`src/rtl/slot_seq_pkg.sv`:
```
package slot_seq_pkg;

  typedef enum logic [2:0] {
    S_OFF   = 3'd0,
    S_PWAIT = 3'd1,
    S_ON    = 3'd2,
    S_RBO   = 3'd3,
    S_FAULT = 3'd4
  } slot_st_e;

  // power-good decode: the line is good when it equals the polarity select
  function automatic logic pg_is_good(input logic pg_n, input logic inv);
    return (pg_n == inv);
  endfunction

  // a delay of D ticks completes when the count has reached D
  function automatic logic delay_reached(input logic [15:0] cnt, input logic [15:0] lim);
    return (cnt >= lim);
  endfunction

endpackage

```
`src/rtl/slot_pg_decode.sv`:
```
module slot_pg_decode (
  input  logic pg_n_i,
  input  logic pg_invert_i,
  output logic pg_ok_o
);
  import slot_seq_pkg::*;

  always_comb pg_ok_o = pg_is_good(pg_n_i, pg_invert_i);

endmodule

```
`src/rtl/slot_dly_timer.sv`:
```
module slot_dly_timer #(
  parameter int W = 8
) (
  input  logic         clk,
  input  logic         rst_n,
  input  logic         run_i,
  input  logic         tick_i,
  input  logic [W-1:0] limit_i,
  output logic         hit_o
);
  import slot_seq_pkg::*;

  localparam int PADW = 16 - W;

  logic [W-1:0] cnt_q;

  always_comb
    hit_o = run_i && tick_i &&
            delay_reached({{PADW{1'b0}}, cnt_q}, {{PADW{1'b0}}, limit_i});

  always_ff @(posedge clk or negedge rst_n) begin
    if (!rst_n)                cnt_q <= '0;
    else if (!run_i || hit_o)  cnt_q <= '0;
    else if (tick_i)           cnt_q <= cnt_q + 1'b1;
  end

endmodule

```
`src/rtl/slot_seq_fsm.sv`:
```
module slot_seq_fsm (
  input  logic                   clk,
  input  logic                   rst_n,
  input  logic                   pwr_req_i,
  input  logic                   pg_ok_i,
  input  logic                   hit_i,
  output slot_seq_pkg::slot_st_e state_o,
  output logic                   timer_run_o,
  output logic                   fault_evt_o
);
  import slot_seq_pkg::*;

  slot_st_e state_q, state_d;

  always_comb begin
    state_d = state_q;
    unique case (state_q)
      S_OFF:   if (pwr_req_i) state_d = S_PWAIT;
      S_PWAIT: begin
        if (!pwr_req_i)  state_d = S_OFF;
        else if (hit_i)  state_d = S_ON;
      end
      S_ON: begin
        if (!pg_ok_i)        state_d = S_FAULT;
        else if (!pwr_req_i) state_d = S_RBO;
      end
      S_RBO:   if (hit_i) state_d = S_OFF;
      S_FAULT: if (!pwr_req_i) state_d = S_OFF;
      default: state_d = S_OFF;
    endcase
  end

  always_ff @(posedge clk or negedge rst_n) begin
    if (!rst_n) state_q <= S_OFF;
    else        state_q <= state_d;
  end

  always_comb begin
    state_o     = state_q;
    timer_run_o = ((state_q == S_PWAIT) && pg_ok_i && pwr_req_i) || (state_q == S_RBO);
    fault_evt_o = (state_q == S_ON) && !pg_ok_i;
  end

endmodule

```
`src/rtl/slot_pwr_seq.sv`:
```
module slot_pwr_seq #(
  parameter int DLY_W = 8
) (
  input  logic             clk,
  input  logic             rst_n,
  input  logic             tick_i,
  input  logic             pwr_req_i,
  input  logic             pg_n_i,
  input  logic             pg_invert_i,
  input  logic [DLY_W-1:0] p2r_dly_i,
  input  logic [DLY_W-1:0] r2p_dly_i,
  input  logic             fault_clr_i,
  output logic             slot_pwr_en_o,
  output logic             slot_rst_n_o,
  output logic             fault_o
);
  import slot_seq_pkg::*;

  logic             pg_ok;
  logic             timer_run;
  logic             timer_hit;
  logic             fault_evt;
  logic [DLY_W-1:0] active_lim;
  slot_st_e         state_q;
  logic             fault_q;

  slot_pg_decode u_pg (
    .pg_n_i      (pg_n_i),
    .pg_invert_i (pg_invert_i),
    .pg_ok_o     (pg_ok)
  );

  slot_seq_fsm u_fsm (
    .clk         (clk),
    .rst_n       (rst_n),
    .pwr_req_i   (pwr_req_i),
    .pg_ok_i     (pg_ok),
    .hit_i       (timer_hit),
    .state_o     (state_q),
    .timer_run_o (timer_run),
    .fault_evt_o (fault_evt)
  );

  always_comb active_lim = (state_q == S_RBO) ? r2p_dly_i : p2r_dly_i;

  slot_dly_timer #(.W(DLY_W)) u_tmr (
    .clk     (clk),
    .rst_n   (rst_n),
    .run_i   (timer_run),
    .tick_i  (tick_i),
    .limit_i (active_lim),
    .hit_o   (timer_hit)
  );

  // sticky fault flag: a new fault takes precedence over a clear strobe
  always_ff @(posedge clk or negedge rst_n) begin
    if (!rst_n)           fault_q <= 1'b0;
    else if (fault_evt)   fault_q <= 1'b1;
    else if (fault_clr_i) fault_q <= 1'b0;
  end

  always_comb begin
    slot_pwr_en_o = (state_q == S_PWAIT) || (state_q == S_ON) || (state_q == S_RBO);
    slot_rst_n_o  = (state_q == S_ON);
    fault_o       = fault_q;
  end

endmodule

```
`config.mk`:
```
export PLATFORM = sky130hd
export DESIGN_NAME = slot_pwr_seq
export DESIGN_NICKNAME = d
export VERILOG_FILES = /design/src/rtl/slot_seq_pkg.sv /design/src/rtl/slot_pg_decode.sv /design/src/rtl/slot_dly_timer.sv /design/src/rtl/slot_seq_fsm.sv /design/src/rtl/slot_pwr_seq.sv
export SDC_FILE = /design/constraint.sdc
export NUM_CORES = 1
export LEC_CHECK = 0
export BUFFER_PORTS_ARGS = -buffer_cell sky130_fd_sc_hd__buf_2
export CORE_MARGIN = 2
export CORE_UTILIZATION = 54
export CTS_BUF_LIST = sky130_fd_sc_hd__clkbuf_4 sky130_fd_sc_hd__clkbuf_8
export DETAILED_ROUTE_END_ITERATION = 10
export HOLD_SLACK_MARGIN = 0.1
export MAX_ROUTING_LAYER = met4
export PLACE_DENSITY = 0.81
export SLEW_MARGIN = 20
export SYNTH_ARGS = -nofsm -noshare
export SYNTH_HDL_FRONTEND = slang
export SYNTH_SLANG_ARGS = --single-unit
export TNS_END_PERCENT = 50
```
`constraint.sdc`:
```
create_clock -name clk -period 4.1 [get_ports clk]
set_input_delay 0.205 -clock clk [delete_from_list [all_inputs] [get_ports clk]]
set_output_delay 0.205 -clock clk [all_outputs]
set_load 0.005 [all_outputs]
```
# Yosys cells after proc, flatten, opt, wreduce, memory -nomap -nowiden
# Index checks and enable logic that the tools add are counted.
[word_totals]
ff_bits = 12
latch_bits = 0
ram_bits = 0
romBits = 0
input_bits = 23
output_inout_bits = 3
mem_count = 0
[classes]
addsub = 1
mul = 0
div_mod_pow = 0
n_lt_le_gt_ge = 1
n_eq_ne = 10
shifts = 0
muxes = 13
n_bitwise = 0
reduce_logical = 15
[op_table]
columns = ["cell", "count"]
rows = [
  ["8-bit 2-to-1 mux", 3],
  ["3-bit 2-to-1 mux", 7],
  ["3-bit case mux with 5 select lines", 1],
  ["8-bit by 1-bit adder with 8-bit output, second input constant", 1],
  ["8-bit >= comparator", 1],
  ["3-bit by 2-bit equality test with 1-bit output, second input constant", 2],
  ["1-bit logical AND", 5],
  ["5-bit AND reduction", 1],
  ["1-bit logical OR", 4],
  ["2-bit != test, second input constant", 2],
  ["2-bit nonzero test", 2],
  ["3-bit by 1-bit equality test with 1-bit output, second input constant", 1],
  ["3-bit equality test, second input constant", 1],
  ["3-bit logical NOT", 1],
  ["3-bit by 2-bit != test with 1-bit output, second input constant", 1],
  ["3-bit != test, second input constant", 1],
  ["1-bit logical NOT", 2],
  ["1-bit 2-to-1 mux", 2],
  ["2-bit by 1-bit != test with 1-bit output, second input constant", 1],
  ["1-bit equality test", 1],
]

# Longest topological paths before layout
[logic_depth]
ltp_word = 9
depth_mapped = 10

# By module
# From an unflattened synthesis, not the netlist that was laid out.
[unflattened]
cells_unflattened = 109
hier_area_um2 = 1002.2
[by_module_without_submodules]
columns = ["module", "n_inst", "cells_each", "area_per_inst_um2", "seq_area_each_um2"]
rows = [
  ["slot_dly_timer", 1, 76, 661.9, 200.2],
  ["slot_seq_fsm", 1, 17, 170.2, 75.1],
  ["slot_pwr_seq", 1, 15, 161.4, 25.0],
  ["slot_pg_decode", 1, 1, 8.8, 0.0],
]

# Worst setup path after synthesis
# OpenSTA, ideal clock, no wires.
[synth_path]
kind = "flip-flop to flip-flop"
start = "register u_fsm.state_q[2] (netlist: u_fsm.state_o[2])"
end = "register u_tmr.cnt_q[5]"
setup_time_ns = 0.083
t_arrival_ns = 2.742
required_time_ns = 4.017
slack_ns = 1.275
stages_incl_launch_ff = 11
n_path_buf = 1
cell_sequence = "dfrtp_1 > and2b_2 > nand2_1 > mux2_2 > ha_1 > nand2b_4 > a2111o_1 > a31oi_4 > buf_6 > nand3_2 > a31oi_1"
[synth_between]
elab_chain_cells = 8
[synth_lines]
columns = ["item", "line", "text"]
rows = [
  ["start, declared", "slot_seq_fsm.sv:13", "slot_st_e state_q, state_d;"],
  ["start signal, assigned", "slot_seq_fsm.sv:35", "else state_q <= state_d;"],
  ["parallel branches: the longest is 6 deep, another holds 8-bit >= comparator", "--", ""],
  ["1-bit logical OR (*)", "slot_dly_timer.sv:23", "else if (!run_i || hit_o) cnt_q <= '0;"],
  ["8-bit 2-to-1 mux / 2-bit nonzero test (equally long branches)", "--", ""],
  ["end signal, assigned", "slot_dly_timer.sv:24", "else if (tick_i) cnt_q <= cnt_q + 1'b1;"],
  ["end, declared", "slot_dly_timer.sv:15", "logic [W-1:0] cnt_q;"],
]
# Every way passes the cells marked *.
# A chain may end at the register's enable or synchronous reset.

# Final worst setup path
[layout_path]
start = "register u_fsm.state_q[2] (netlist: u_fsm.state_o[2])"
end = "register u_tmr.cnt_q[2]"
# The elaborated chain is that of the path after synthesis.

==> metrics.txt <==
WS Path Type register to register; vias roughly 930; post-route ant nets 0; syn nets 145; share of the synthesized area in the top cell type a little under a third; GRT overflow 0; Hold Crit Class primary input to register; Num CTS Buffers 3; Synth cell types 33; fin nets 172; min cycle time layout roughly 3200 ps; die area about 0.0022 mm^2; average size of a mapped cell 8.84 um^2; relative slew slack between 60% and 70%; Worst setup EP type register; Final Cycle Share slightly below 80%; utilization after layout 67.0%; Rows 15; Seq/Total Area, Yosys between 30% and 40%; leak pwr just under 0.6 nW; setup ws final a little over 900 ps; cell area after synthesis around 1000 um^2; first-pass GRT wire length about 3400 um; area leader, netlist dfrtp_1; top cells by area, synth dfrtp_1 30%, ha_1 11%, mux2i_1 7.0%; DIE HEIGHT around 47 um; worst slew pin tran 559 ps; maximum vdd ir drop 0.129 mV; Setup crit end u_tmr.cnt_q[2]; Warnings, synthesis 0; clk sinks 12; CTS Hold Bufs 1; Post-Syn Instances 113; vias in the first global route between 800 and 900; crit-path cells and2b_2 > nand2_1 > mux2_2 > ha_1 > nand2b_4 > a2111o_1 > a31oi_4 > nand4b_1 > a31oi_1; setup TNS 0 ps; RD Place Congestion 0.840; CP max-delay cell a2111o_1; R2R depth 9; PostCTS Resize Cnt 0; CTS max path bufs 2; EDFF count, synth 0; Final Hold Vio Count 0; Syn-to-layout area delta 15.9%; R2R Setup Slk 930 ps; # Post-CTS Setup Buffers 0; Avg WL per Cell about 12 um; critical path's largest stage delay around 470 ps; DR DRC count 0; TritonRoute pass-1 iters 4; initial core utilization about 58%; synth cell count leaders 12 x dfrtp_1, 12 x nand2_1, 9 x ha_1, 9 x nand3_1; core area approximately 0.0017 mm^2; initial antenna violation count 0; DRT Wirelength approximately 2000 um; ys flop type dfrtp_1; Setup WS pre-CTS slightly above 900 ps; GRT Util Overall between 20% and 30%; capturing point of the worst reg2reg path u_tmr.cnt_q[2]; Worst Path Required 4290 ps; placed insts 159; largest net degree at the start of global routing 16; RSZ-0062 raised after global routing false; CP Launch Point u_fsm.state_o[2]; Fillers 156; fmax roughly 0.32 GHz; worst-skew pair later-pin latency ~270 ps; vias per cell roughly 5.7; final setup fails 0; CTS H-Tree Depth 1; asr flop ratio synth 100%; Setup Skew 0.594 ps; DR iter-0 viols 21; worst r2r src u_fsm.state_o[2]; Final HPWL DP about 1600 um; antenna cell count 0; Final Non-Filler Cells between 150 and 200; clock root buffer clkbuf_4; crit path launch type register; #FFs+latches synth 12; Cell Pwr Density about 220 mW/mm^2; max-slew violations 0; die extent in x around 47 um; CTS clk-pin slew, worst paths 70 ps; ratio of cells with drive above 1 in the final layout a little over a quarter; I/O Buffers 25; status completed; CP max FO 15; Max Cap Violations 0; TritonCTS clock tree built; I/O pins 26; WP data arrival roughly 3400 ps
==> per-layer routing <==
layer,GRT usage [%],vias to the layer above,part of all wire (%)
met5,-,-,0
met4,7.22,0,0.40
met3,3.46,3,4.7
met2,35.3,32,49
met1,28.4,430,46
li1,-,466,-
==> worst min-delay path by stage <==
stage / slack (ps) / cells after the start / from / endpoint
CTS: 120 / 2 / fault_clr_i / fault_o
finish: 120 / 2 / fault_clr_i / fault_o
global route: 120 / 2 / fault_clr_i / fault_o
detailed placement: 90 / 1 / rst_n / u_tmr.cnt_q[0]
floorplan: -90 / 0 / rst_n / fault_o
global placement: 90 / 1 / rst_n / u_tmr.cnt_q[1]
==> layout make-up <==
| cell class | instances | area, um^2 | area share (%) |
|---|---|---|---|
| clock buffer | 4 | 36.3 | 3.14 |
| inverter | 5 | 18.8 | 1.62 |
| multi-input combinational | 92 | 636 | 54.9 |
| sequential | 12 | 300 | 25.9 |
| tap | 25 | 31.3 | 2.70 |
| timing repair buffer | 26 | 135 | 11.7 |
==> metrics by stage <==
step                total power, W  hold slack, ps  area (um^2)
finish                    0.000251             118         1160
global route              0.000266             118         1160
CTS                       0.000252             123         1160
detailed placement        0.000161            90.6         1110
global placement          0.000160            92.3         1110
floorplan                 0.000146           -90.6          998
==> cell usage in the layout (no fill, tap or decap), types with 2 or more instances in the layout <==
master     n
inv_1      5
a31oi_1    4
buf_2     25
nor2_1     8
ha_1       9
dfrtp_1   12
mux2i_1    7
a311oi_1   2
nand3b_1   2
a21oi_1    8
clkbuf_4   3
nor3_1     3
nand3_1    9
nand4b_1   3
and3_1     2
nand2b_1   2
nand2_1   12
o21ai_0    7
==> power by group <==
| group | switching, W | internal [W] |
|---|---|---|
| registers | 0.00000135 | 0.000119 |
| clock network | 0.0000372 | 0.0000539 |
| logic | 0.0000201 | 0.0000189 |
| total | 0.0000586 | 0.000192 |
==> logic make-up (layout without fill, tap and decap cells) <==
logic type	Yosys count	count (layout)	share of synthesized area, %
compound gates	25	25	16.3
xor+xnor	1	1	0.877
fa+ha+maj	9	9	11.3
buf+inv	9	35	6.27
flops	12	12	30.1
mux	8	8	8.15
simple gates	49	49	27.1
==> registers in the layout (all words and copies together) (netlist names) <==
signal         cells
u_tmr.cnt_q        8
u_fsm.state_o      3
fault_o            1
==> worst max-delay path, delay by kind of cell (launching register included) <==
kind | cells | cell delay, ps
AO/OA/AOI/OAI | 3 | 1090
AND/OR/NAND/NOR | 4 | 910
flip-flops | 1 | 420
multiplexers | 1 | 390
adder cells (fa/ha/maj) | 1 | 270
Note: power is estimated with default switching activity, not from simulation.
